$ cat config.mk
export PLATFORM = sky130hd
export DESIGN_NAME = fault_flag_ctrl
export DESIGN_NICKNAME = d
export VERILOG_FILES = /design/src/rtl/fault_flag_pkg.sv /design/src/rtl/ff_glitch_filter.sv /design/src/rtl/ff_fault_datapath.sv /design/src/rtl/ff_fault_ctrl.sv /design/src/rtl/fault_flag_ctrl.sv
export SDC_FILE = /design/constraint.sdc
export NUM_CORES = 1
export LEC_CHECK = 0
export BUFFER_PORTS_ARGS = -buffer_cell sky130_fd_sc_hd__buf_4
export CORE_MARGIN = 5
export CORE_UTILIZATION = 45
export CTS_CLUSTER_SIZE = 8
export DETAILED_ROUTE_END_ITERATION = 10
export GPL_TIMING_DRIVEN = 0
export PLACE_DENSITY_LB_ADDON = 0.2
export SYNTH_ARGS = -nofsm -noshare
export SYNTH_HDL_FRONTEND = slang
export SYNTH_SLANG_ARGS = --single-unit
$ cat constraint.sdc
create_clock -name clk -period 2.05 [get_ports clk]
set_clock_uncertainty 0.2 [all_clocks]
set_input_delay 0 -clock clk [delete_from_list [all_inputs] [get_ports clk]]
set_output_delay 0 -clock clk [all_outputs]
set_load 0.1 [all_outputs]
$ cat src/rtl/fault_flag_pkg.sv
package fault_flag_pkg;

  // Bit positions inside the packed fault vector (also the priority order).
  localparam int FLT_OL = 0;
  localparam int FLT_OC = 1;
  localparam int FLT_OT = 2;
  localparam int FLT_COUNT = 3;

  typedef struct packed {
    logic clearFaults;
    logic bridgeEnable;
  } ctrl_strobe_t;

  typedef enum logic [1:0] {
    PH_STBY = 2'd0,
    PH_WAKE = 2'd1,
    PH_RUN  = 2'd2
  } phase_e;

endpackage

$ cat src/rtl/ff_glitch_filter.sv
// Passes a new input value to q only after it was sampled on N consecutive edges.
module ff_glitch_filter #(
  parameter int W = 1,
  parameter int N = 4,
  parameter logic [W-1:0] RST_VAL = '0
) (
  input  logic         clk,
  input  logic         rstN,
  input  logic         clr,
  input  logic [W-1:0] d,
  output logic [W-1:0] q
);
  localparam int CW = $clog2(N + 1);

  logic [W-1:0]  cand;
  logic [CW-1:0] runCnt;

  always_ff @(posedge clk or negedge rstN) begin
    if (!rstN) begin
      q      <= RST_VAL;
      cand   <= RST_VAL;
      runCnt <= '0;
    end else if (clr) begin
      q      <= RST_VAL;
      cand   <= RST_VAL;
      runCnt <= '0;
    end else if (d == q) begin
      runCnt <= '0;
    end else if (d != cand) begin
      cand   <= d;
      runCnt <= CW'(1);
    end else if (runCnt == CW'(N - 1)) begin
      q      <= d;
      runCnt <= '0;
    end else begin
      runCnt <= runCnt + CW'(1);
    end
  end

  // The output only ever moves to the value that was being sampled.
  assert_filter_follow_R10: assert property (@(posedge clk) disable iff (!rstN)
    (!$stable(q) && !$past(clr)) |-> (q == $past(d)));

endmodule

$ cat src/rtl/ff_fault_datapath.sv
module ff_fault_datapath
  import fault_flag_pkg::*;
#(
  parameter int MODE_FILT_CYC  = 63,
  parameter int STBY_FILT_CYC  = 47,
  parameter int FAULT_FILT_CYC = 8
) (
  input  logic                 clk,
  input  logic                 rstN,
  input  ctrl_strobe_t         strobes,
  input  logic [FLT_COUNT-1:0] faultRaw,
  input  logic [2:0]           resCodeRaw,
  output logic                 flagPullA,
  output logic                 flagPullB,
  output logic                 stopFault,
  output logic                 standbyQ,
  output logic [2:0]           modeCode
);

  logic [FLT_COUNT-1:0] faultLvl;
  logic [FLT_COUNT-1:0] faultLat;
  logic                 stbyReq;

  // One confirmation filter and one sticky latch per fault source.
  for (genvar i = 0; i < FLT_COUNT; i++) begin : g_fault
    ff_glitch_filter #(.W(1), .N(FAULT_FILT_CYC), .RST_VAL(1'b0)) u_filt (
      .clk  (clk),
      .rstN (rstN),
      .clr  (strobes.clearFaults),
      .d    (faultRaw[i]),
      .q    (faultLvl[i])
    );

    always_ff @(posedge clk or negedge rstN) begin
      if (!rstN)                    faultLat[i] <= 1'b0;
      else if (strobes.clearFaults) faultLat[i] <= 1'b0;
      else if (faultLvl[i])         faultLat[i] <= 1'b1;
    end

    // A latched fault survives until standby clears it.
    assert_latch_sticky_R5: assert property (@(posedge clk) disable iff (!rstN)
      ($past(faultLat[i]) && !$past(strobes.clearFaults)) |-> faultLat[i]);
  end

  // Mode decoding and standby detection use their own filter windows.
  assign stbyReq = (resCodeRaw == 3'b000);

  ff_glitch_filter #(.W(1), .N(STBY_FILT_CYC), .RST_VAL(1'b1)) u_stbyFilt (
    .clk  (clk),
    .rstN (rstN),
    .clr  (1'b0),
    .d    (stbyReq),
    .q    (standbyQ)
  );

  ff_glitch_filter #(.W(3), .N(MODE_FILT_CYC), .RST_VAL(3'b000)) u_modeFilt (
    .clk  (clk),
    .rstN (rstN),
    .clr  (1'b0),
    .d    (resCodeRaw),
    .q    (modeCode)
  );

  // Priority encoder onto the two pull-low flag pins.
  always_comb begin
    if (faultLat[FLT_OT]) begin
      flagPullA = 1'b1; flagPullB = 1'b1;
    end else if (faultLat[FLT_OC]) begin
      flagPullA = 1'b1; flagPullB = 1'b0;
    end else if (faultLat[FLT_OL]) begin
      flagPullA = 1'b0; flagPullB = 1'b1;
    end else begin
      flagPullA = 1'b0; flagPullB = 1'b0;
    end
  end

  assign stopFault = faultLat[FLT_OT] | faultLat[FLT_OC];

endmodule

$ cat src/rtl/ff_fault_ctrl.sv
module ff_fault_ctrl
  import fault_flag_pkg::*;
#(
  parameter int WAKE_CYC = 375
) (
  input  logic         clk,
  input  logic         rstN,
  input  logic         standbyQ,
  output ctrl_strobe_t strobes,
  output logic         ready
);
  localparam int WW = $clog2(WAKE_CYC + 1);

  phase_e        phase;
  logic [WW-1:0] wakeCnt;

  always_ff @(posedge clk or negedge rstN) begin
    if (!rstN) begin
      phase   <= PH_STBY;
      wakeCnt <= '0;
    end else begin
      case (phase)
        PH_STBY: if (!standbyQ) begin
          phase   <= PH_WAKE;
          wakeCnt <= WW'(1);
        end
        PH_WAKE: if (standbyQ) begin
          phase   <= PH_STBY;
          wakeCnt <= '0;
        end else if (wakeCnt == WW'(WAKE_CYC - 1)) begin
          phase   <= PH_RUN;
        end else begin
          wakeCnt <= wakeCnt + WW'(1);
        end
        PH_RUN: if (standbyQ) begin
          phase   <= PH_STBY;
          wakeCnt <= '0;
        end
        default: begin
          phase   <= PH_STBY;
          wakeCnt <= '0;
        end
      endcase
    end
  end

  assign ready                = (phase == PH_RUN) && !standbyQ;
  assign strobes.clearFaults  = standbyQ;
  assign strobes.bridgeEnable = ready;

  // ready can only appear at the end of a wake-up interval.
  assert_wake_path_R11: assert property (@(posedge clk) disable iff (!rstN)
    $rose(ready) |-> ($past(phase) == PH_WAKE));

endmodule

$ cat src/rtl/fault_flag_ctrl.sv
module fault_flag_ctrl
  import fault_flag_pkg::*;
#(
  parameter int MODE_FILT_CYC  = 63,
  parameter int STBY_FILT_CYC  = 47,
  parameter int WAKE_CYC       = 375,
  parameter int FAULT_FILT_CYC = 8
) (
  input  logic       clk,
  input  logic       porN,
  input  logic       overTemp,
  input  logic       overCurrent,
  input  logic       openLoad,
  input  logic [2:0] resCodeRaw,
  output logic       flagPullA,
  output logic       flagPullB,
  output logic       bridgeOff,
  output logic       standby,
  output logic       ready,
  output logic [2:0] modeCode
);

  ctrl_strobe_t         strobes;
  logic                 stopFault;
  logic                 standbyQ;
  logic [FLT_COUNT-1:0] faultRaw;

  always_comb begin
    faultRaw         = '0;
    faultRaw[FLT_OT] = overTemp;
    faultRaw[FLT_OC] = overCurrent;
    faultRaw[FLT_OL] = openLoad;
  end

  ff_fault_datapath #(
    .MODE_FILT_CYC  (MODE_FILT_CYC),
    .STBY_FILT_CYC  (STBY_FILT_CYC),
    .FAULT_FILT_CYC (FAULT_FILT_CYC)
  ) u_dp (
    .clk        (clk),
    .rstN       (porN),
    .strobes    (strobes),
    .faultRaw   (faultRaw),
    .resCodeRaw (resCodeRaw),
    .flagPullA  (flagPullA),
    .flagPullB  (flagPullB),
    .stopFault  (stopFault),
    .standbyQ   (standbyQ),
    .modeCode   (modeCode)
  );

  ff_fault_ctrl #(.WAKE_CYC(WAKE_CYC)) u_ctrl (
    .clk     (clk),
    .rstN    (porN),
    .standbyQ(standbyQ),
    .strobes (strobes),
    .ready   (ready)
  );

  assign standby   = standbyQ;
  assign bridgeOff = !strobes.bridgeEnable | stopFault;

  // Over-current and over-temperature codes both pull the first pin; the bridge must be off.
  assert_flag_stops_bridge_R6: assert property (@(posedge clk) disable iff (!porN)
    flagPullA |-> bridgeOff);

  // After a full cycle in standby, no fault can be reported.
  assert_standby_clears_R7: assert property (@(posedge clk) disable iff (!porN)
    (standby && $past(standby)) |-> (!flagPullA && !flagPullB));

endmodule

==> impl_metrics.env, run 1 <==
export IMPL_antenna_found_initial=0
export IMPL_synth_cell_types=52
export IMPL_maxCapViolCount=0
export IMPL_yosysTopAreaCell="dfrtp_1"
export IMPL_fmax_mhz=518
export IMPL_num_antenna_cells=0
export IMPL_synthTopCellsByArea="dfrtp_1 (44%), nor2_1 (5.7%), xnor2_1 (4.4%)"
export IMPL_r2r_setup_slack_ns=0.12
export IMPL_synthCells=299
export IMPL_grt_pass1_wl_um=9440
export IMPL_cellPowerDensity_nw_per_um2=699
export IMPL_track_usage_pct=15.0
export IMPL_fin_crit_sh_pct=94.2
export IMPL_port_buffers=12
export IMPL_synthTopCellsByCount="dfrtp_1 (50), nor2_1 (43), nand2_1 (21)"
export IMPL_cts_made_buffers=5
export IMPL_cts_sinks=52
export IMPL_fill_cells=545
export IMPL_slew_viol_final=0
export IMPL_rsz0062_at_grt="no"
export IMPL_hold_viol=0
export IMPL_setup_violations=0
export IMPL_rows=28
export IMPL_via_count=2146
export IMPL_fin_tns_setup_ns=0
export IMPL_status="finished, final reports clean"
export IMPL_tritoncts="built"
export IMPL_critPathKind="flop to flop"
export IMPL_synth_ff_latch_count=52
export IMPL_multi_input_area_sq_um=1370
export IMPL_grt_overflow_total=0
export IMPL_place_area_sq_um=3010
export IMPL_synth_fp_nets=316
export IMPL_die_area_sq_um=7940
export IMPL_cts_htree_levels=2
export IMPL_start_util_pct=47.0
export IMPL_dr_pass1_iters=5
export IMPL_synthToLayoutAreaGrowth_pct=12.3
export IMPL_clk_path_buf_depth=2
export IMPL_synth_most_common_cell="dfrtp_1"
export IMPL_cp_required_ns=2.10
export IMPL_drt_iter0_drc=91
export IMPL_cts_resized=0
export IMPL_antenna_left=0
export IMPL_worstMarginPinSlew_ns=0.670
export IMPL_startpoint_type="flop"
export IMPL_avgViaCountPerCell=5.37
export IMPL_synth_edf_count=0
export IMPL_netSwitchingPower_uw=661
export IMPL_core_sq_um=5990
export IMPL_clkPwrFrac_pct=27.0
export IMPL_switching_share_pct=29.9
export IMPL_wl_um=5300
export IMPL_ys_warn_count=0
export IMPL_fin_nets=341
export IMPL_slew_headroom_pct=55.3
export IMPL_vdd_drop_max_mv=0.630
export IMPL_gp_congestion=0.775
export IMPL_combPwrFrac_pct=17.2
export IMPL_avgSynthCellArea_sq_um=9.42
export IMPL_min_period_ns=1.93
export IMPL_hold_path_class="primary input to asynchronous set/reset pin"
export IMPL_synth_async_reset_ratio_pct=100
export IMPL_drive_above_1_share_pct=15.7
export IMPL_ys_seq_area_share_pct=46.3
export IMPL_cts_reportedPaths_clkPinSlew_ns=0.10
export IMPL_clock_latency_ns=0.31
export IMPL_grt_max_degree=53
export IMPL_ios=16
export IMPL_grt_pass1_vias=2143
export IMPL_die_height_um=89.1
export IMPL_p_int_uw=1550
export IMPL_die_w_um=89.1
export IMPL_synth_top_flop_cell="dfrtp_1"
export IMPL_pwr_share_seq_pct=55.8
export IMPL_critPathMaxFanout=7
export IMPL_drc=0
export IMPL_critPathCaptureType="flop"
export IMPL_routedWlPerCell_um=13.2
export IMPL_synth_area_sq_um=2820
export IMPL_post_dp_hpwl_um=3650
export IMPL_synth_top_area_share_pct=44.4
export IMPL_seq_area_sq_um=1310
export IMPL_cts_root_buf="clkbuf_8"
export IMPL_fin_area_sq_um=3160
export IMPL_arrival_ns=1.98
export IMPL_p_leak_uw=0.00135
==> placed cells by master, fill, tap and decap left out, types with 3 or more instances in the layout <==
| cell type | synthesis | layout |
|---|---|---|
| clkbuf_8 | 0 | 5 |
| nor2b_1 | 3 | 3 |
| dfrtp_2 | 0 | 3 |
| o21ai_0 | 15 | 15 |
| a21oi_1 | 19 | 19 |
| o31ai_1 | 3 | 3 |
| nor2_1 | 43 | 42 |
| and3_1 | 5 | 5 |
| mux2_2 | 5 | 5 |
| or2_2 | 5 | 5 |
| a31oi_1 | 5 | 5 |
| xor2_1 | 6 | 6 |
| buf_6 | 5 | 5 |
| nor3b_1 | 4 | 4 |
| clkbuf_1 | 4 | 4 |
| xnor2_1 | 14 | 14 |
| inv_1 | 16 | 16 |
| nand2_1 | 21 | 21 |
| buf_4 | 2 | 14 |
| dfrtp_1 | 50 | 47 |
| nor3_1 | 8 | 8 |
| or4_1 | 3 | 3 |
| dlygate4sd3_1 | 0 | 7 |
| nand3_1 | 16 | 16 |
| or3_1 | 3 | 3 |
| ha_1 | 9 | 9 |
==> through the flow <==
stage	hold slack (ns)	cells	setup slack, ns	power [uW]	utilization [%]
2_1_floorplan	-0.496	299	0.0460	1520	-
3_3_place_gp	-0.118	386	0.144	1620	50.2
3_5_place_dp	-0.113	386	0.139	1630	50.2
4_1_cts	0.0873	400	0.116	2250	52.8
5_1_grt	0.126	400	0.0193	2360	52.8
6_report	0.0496	400	0.119	2210	52.8
==> power by group through the flow <==
stage / combinational (uW) / sequential [uW] / clock (uW)
6_report: 381 / 1230 / 596
5_1_grt: 443 / 1250 / 665
4_1_cts: 389 / 1230 / 628
3_5_place_dp: 376 / 1250 / 0
3_3_place_gp: 367 / 1250 / 0
2_1_floorplan: 285 / 1240 / 0
==> layer usage <==
layer	share of wire, %	track usage [%]	vias to the layer above
li1	-	-	1089
met1	49	19.2	1033
met2	47	25.1	19
met3	2.5	2.76	5
met4	1.2	6.36	0
met5	0	0	-
==> flip-flops by register name, indices dropped and copies added, names as in the netlist <==
register	flops
u_ctrl.phase	2
u_ctrl.wakeCnt	9
u_dp.faultLat	3
u_dp.g_fault.u_filt.cand	3
u_dp.g_fault.u_filt.q	3
u_dp.g_fault.u_filt.runCnt	12
u_dp.u_modeFilt.cand	3
u_dp.u_modeFilt.q	3
u_dp.u_modeFilt.runCnt	6
u_dp.u_stbyFilt.cand	1
u_dp.u_stbyFilt.q	1
u_dp.u_stbyFilt.runCnt	6
==> path summary, 6_finish.rpt <==
path                                      startpoint                    to  depth (start not counted)
max in group asynchronous                       porN  u_dp.u_modeFilt.q[2]                          2
worst min-delay path                            porN     u_ctrl.wakeCnt[0]                          2
worst max register to register     u_ctrl.wakeCnt[0]     u_ctrl.wakeCnt[0]                          7
worst max-delay path               u_ctrl.wakeCnt[0]     u_ctrl.wakeCnt[0]                          7
worst min register to register  u_dp.u_stbyFilt.cand     u_dp.u_stbyFilt.q                          2
min in group clk                u_dp.u_stbyFilt.cand     u_dp.u_stbyFilt.q                          2
==> logic make-up (layout without fill, tap and decap cells) <==
kind of cell / Yosys count / after routing / synth area share [%]
simple gates: 127 / 127 / 23.2
flops: 52 / 52 / 46.3
xor+xnor: 20 / 20 / 6.22
fa+ha+maj: 9 / 9 / 4.00
buf+inv: 27 / 53 / 5.20
mux: 7 / 7 / 2.75
compound gates: 57 / 57 / 12.3
==> critical path: stages, from the launching register on <==
cell and delay [ns]:
dfrtp_1 0.46, inv_1 0.09, ha_1 0.20, nor4bb_1 0.13, and3_1 0.19, buf_6 0.13
or4_1 0.40, nand3_1 0.09
==> cell type report <==
cell class	instances	area share, %
Clock inverter	2	0.514
Tap cell	75	2.97
Sequential cell	52	41.3
Inverter	16	1.90
Clock buffer	6	2.29
Timing Repair Buffer	19	5.06
Buffer	10	2.61
Multi-Input combinational cell	220	43.3
==> what timing repair did <==
| item | in CTS | in global routing |
|---|---|---|
| hold buffers | 7 | 0 |
| endpoints found under the hold margin | 72 | 0 |
| setup buffers | 0 | 0 |
| setup endpoints to repair | 1 | 0 |
Power figures use the tool's default switching activity.
==> inputs of run 2 (changes only) <==
- BUFFER_PORTS_ARGS: -buffer_cell sky130_fd_sc_hd__buf_4 -> unset
- DONT_BUFFER_PORTS: unset -> 1
- RECOVER_POWER: unset -> 100
==> impl_metrics.env, run 2 (synthesized netlist as in run 1, its figures left out) <==
export IMPL_hold_path_class="primary input to asynchronous set/reset pin"
export IMPL_drt_iter0_drc=97
export IMPL_drive_above_1_share_pct=13.3
export IMPL_critPathCaptureType="primary output"
export IMPL_die_w_um=89.1
export IMPL_synthToLayoutAreaGrowth_pct=10.3
export IMPL_hold_viol=0
export IMPL_place_ws_ns=-0.264
export IMPL_cts_htree_levels=2
export IMPL_r2r_setup_slack_ns=0.06
export IMPL_critPathMaxFanout=10
export IMPL_cellPowerDensity_nw_per_um2=713
export IMPL_track_usage_pct=14.6
export IMPL_slew_viol_final=0
export IMPL_antenna_left=0
export IMPL_cp_required_ns=1.85
export IMPL_clock_latency_ns=0.30
export IMPL_maxCapViolCount=0
export IMPL_ios=16
export IMPL_p_leak_uw=0.00132
export IMPL_die_height_um=89.1
export IMPL_cts_root_buf="clkbuf_8"
export IMPL_start_util_pct=47.0
export IMPL_core_sq_um=5990
export IMPL_port_buffers=0
export IMPL_routedWlPerCell_um=13.6
export IMPL_num_antenna_cells=0
export IMPL_drc=0
export IMPL_rows=28
export IMPL_status="finished, final reports clean"
export IMPL_wl_um=5320
export IMPL_fin_ws_ns=0.0436
export IMPL_grt_max_degree=53
export IMPL_rsz0062_at_grt="yes"
export IMPL_cts_made_buffers=5
export IMPL_die_area_sq_um=7940
export IMPL_grt_overflow_total=0
export IMPL_worstMarginPinSlew_ns=1.28
export IMPL_avgViaCountPerCell=5.36
export IMPL_cts_sinks=52
export IMPL_rr_startpoint="u_dp.u_stbyFilt.q"
export IMPL_fill_cells=536
export IMPL_startpoint_type="flop"
export IMPL_grt_pass1_vias=2007
export IMPL_via_count=2096
export IMPL_fin_nets=332
export IMPL_rr_worst_depth=5
export IMPL_clk_path_buf_depth=2
export IMPL_grt_pass1_wl_um=9240
export IMPL_fin_crit_sh_pct=97.9
export IMPL_r2r_end="u_ctrl.wakeCnt[0]"
export IMPL_min_period_ns=2.01
export IMPL_finish_utilization_pct=51.9
export IMPL_setup_violations=0
export IMPL_layout_common_cells="dfrtp_1 (47), nor2_1 (42), nand2_1 (21), a21oi_1 (19)"
export IMPL_antenna_found_initial=0
export IMPL_largest_registers="u_dp.g_fault.u_filt.runCnt: 12 flops, u_ctrl.wakeCnt: 9 flops"
export IMPL_slew_headroom_pct=14.7
export IMPL_gp_congestion=0.772
export IMPL_fmax_mhz=498
export IMPL_largest_reg_flops=12
export IMPL_dr_pass1_iters=4
export IMPL_vdd_drop_max_mv=0.537
export IMPL_largest_register="u_dp.g_fault.u_filt.runCnt"
export IMPL_critPathKind="flop to primary output"
export IMPL_cts_reportedPaths_clkPinSlew_ns=0.10
export IMPL_arrival_ns=1.81
export IMPL_final_common_cell="dfrtp_1"
export IMPL_post_dp_hpwl_um=3580
export IMPL_tritoncts="built"
run 2: worst max-delay path, stage by stage, from the launching register on:
cell,delay (ns)
dfstp_4,0.60
buf_6,0.19
clkbuf_4,0.19
nor2_4,0.52
run 2: timing repair:
item	4_1_cts	5_1_grt
setup buffers	1	0
pin swaps	1	1
hold buffers	8	0
endpoints found under the hold margin	81	0
endpoints found under the setup margin	27	7
cloned	0	0
gates resized for setup	6	4
run 2: area by class of cell:
| type | instances | area (sq um) | share of cell area (%) |
|---|---|---|---|
| sequential | 52 | 1310 | 42.2 |
| timing repair buffer | 9 | 78.8 | 2.54 |
| clock inverter | 2 | 10.0 | 0.322 |
| clock buffer | 6 | 82.6 | 2.66 |
| buffer | 11 | 91.3 | 2.94 |
| inverter | 16 | 60.1 | 1.93 |
| tap | 75 | 93.8 | 3.02 |
| multi-input combinational | 220 | 1380 | 44.4 |
run 2: worst max path at each step:
stage                 startpoint  cells past startpoint  slack [ns]           endpoint
3_3_place_gp   u_dp.u_stbyFilt.q                      5       -0.27  u_ctrl.wakeCnt[0]
3_5_place_dp   u_dp.u_stbyFilt.q                      5       -0.26  u_ctrl.wakeCnt[0]
4_1_cts        u_dp.u_stbyFilt.q                      3        0.01              ready
2_1_floorplan  u_dp.u_stbyFilt.q                      2        0.05          bridgeOff
6_report       u_dp.u_stbyFilt.q                      3        0.04              ready
5_1_grt        u_dp.u_stbyFilt.q                      5       -0.04  u_ctrl.wakeCnt[0]
run 2: report_power, final:
part           leakage [uW]  internal (uW)  switching (uW)
Clock             0.0000510            271             337
Combinational      0.000627            165             192
Sequential         0.000644           1130             118
run 2: metrics by stage:
stage	cell area [sq um]	cells	TNS (ns)	total power (uW)	hold slack, ns
after global placement	2920	374	-3.37	1590	-0.494
after CTS	3130	391	0	2260	0.00427
after floorplan	2820	299	0	1520	-0.496
after global routing	3110	391	-0.0403	2370	0.338
final	3110	391	0	2210	0.308
after detailed placement	2920	374	-2.98	1600	-0.494
run 2: layer usage:
layer / share of wire, % / global-route usage, %
met1: 50 / 20.1
met2: 47 / 23.0
met3: 2.1 / 2.76
met4: 0.87 / 5.14
met5: 0 / 0
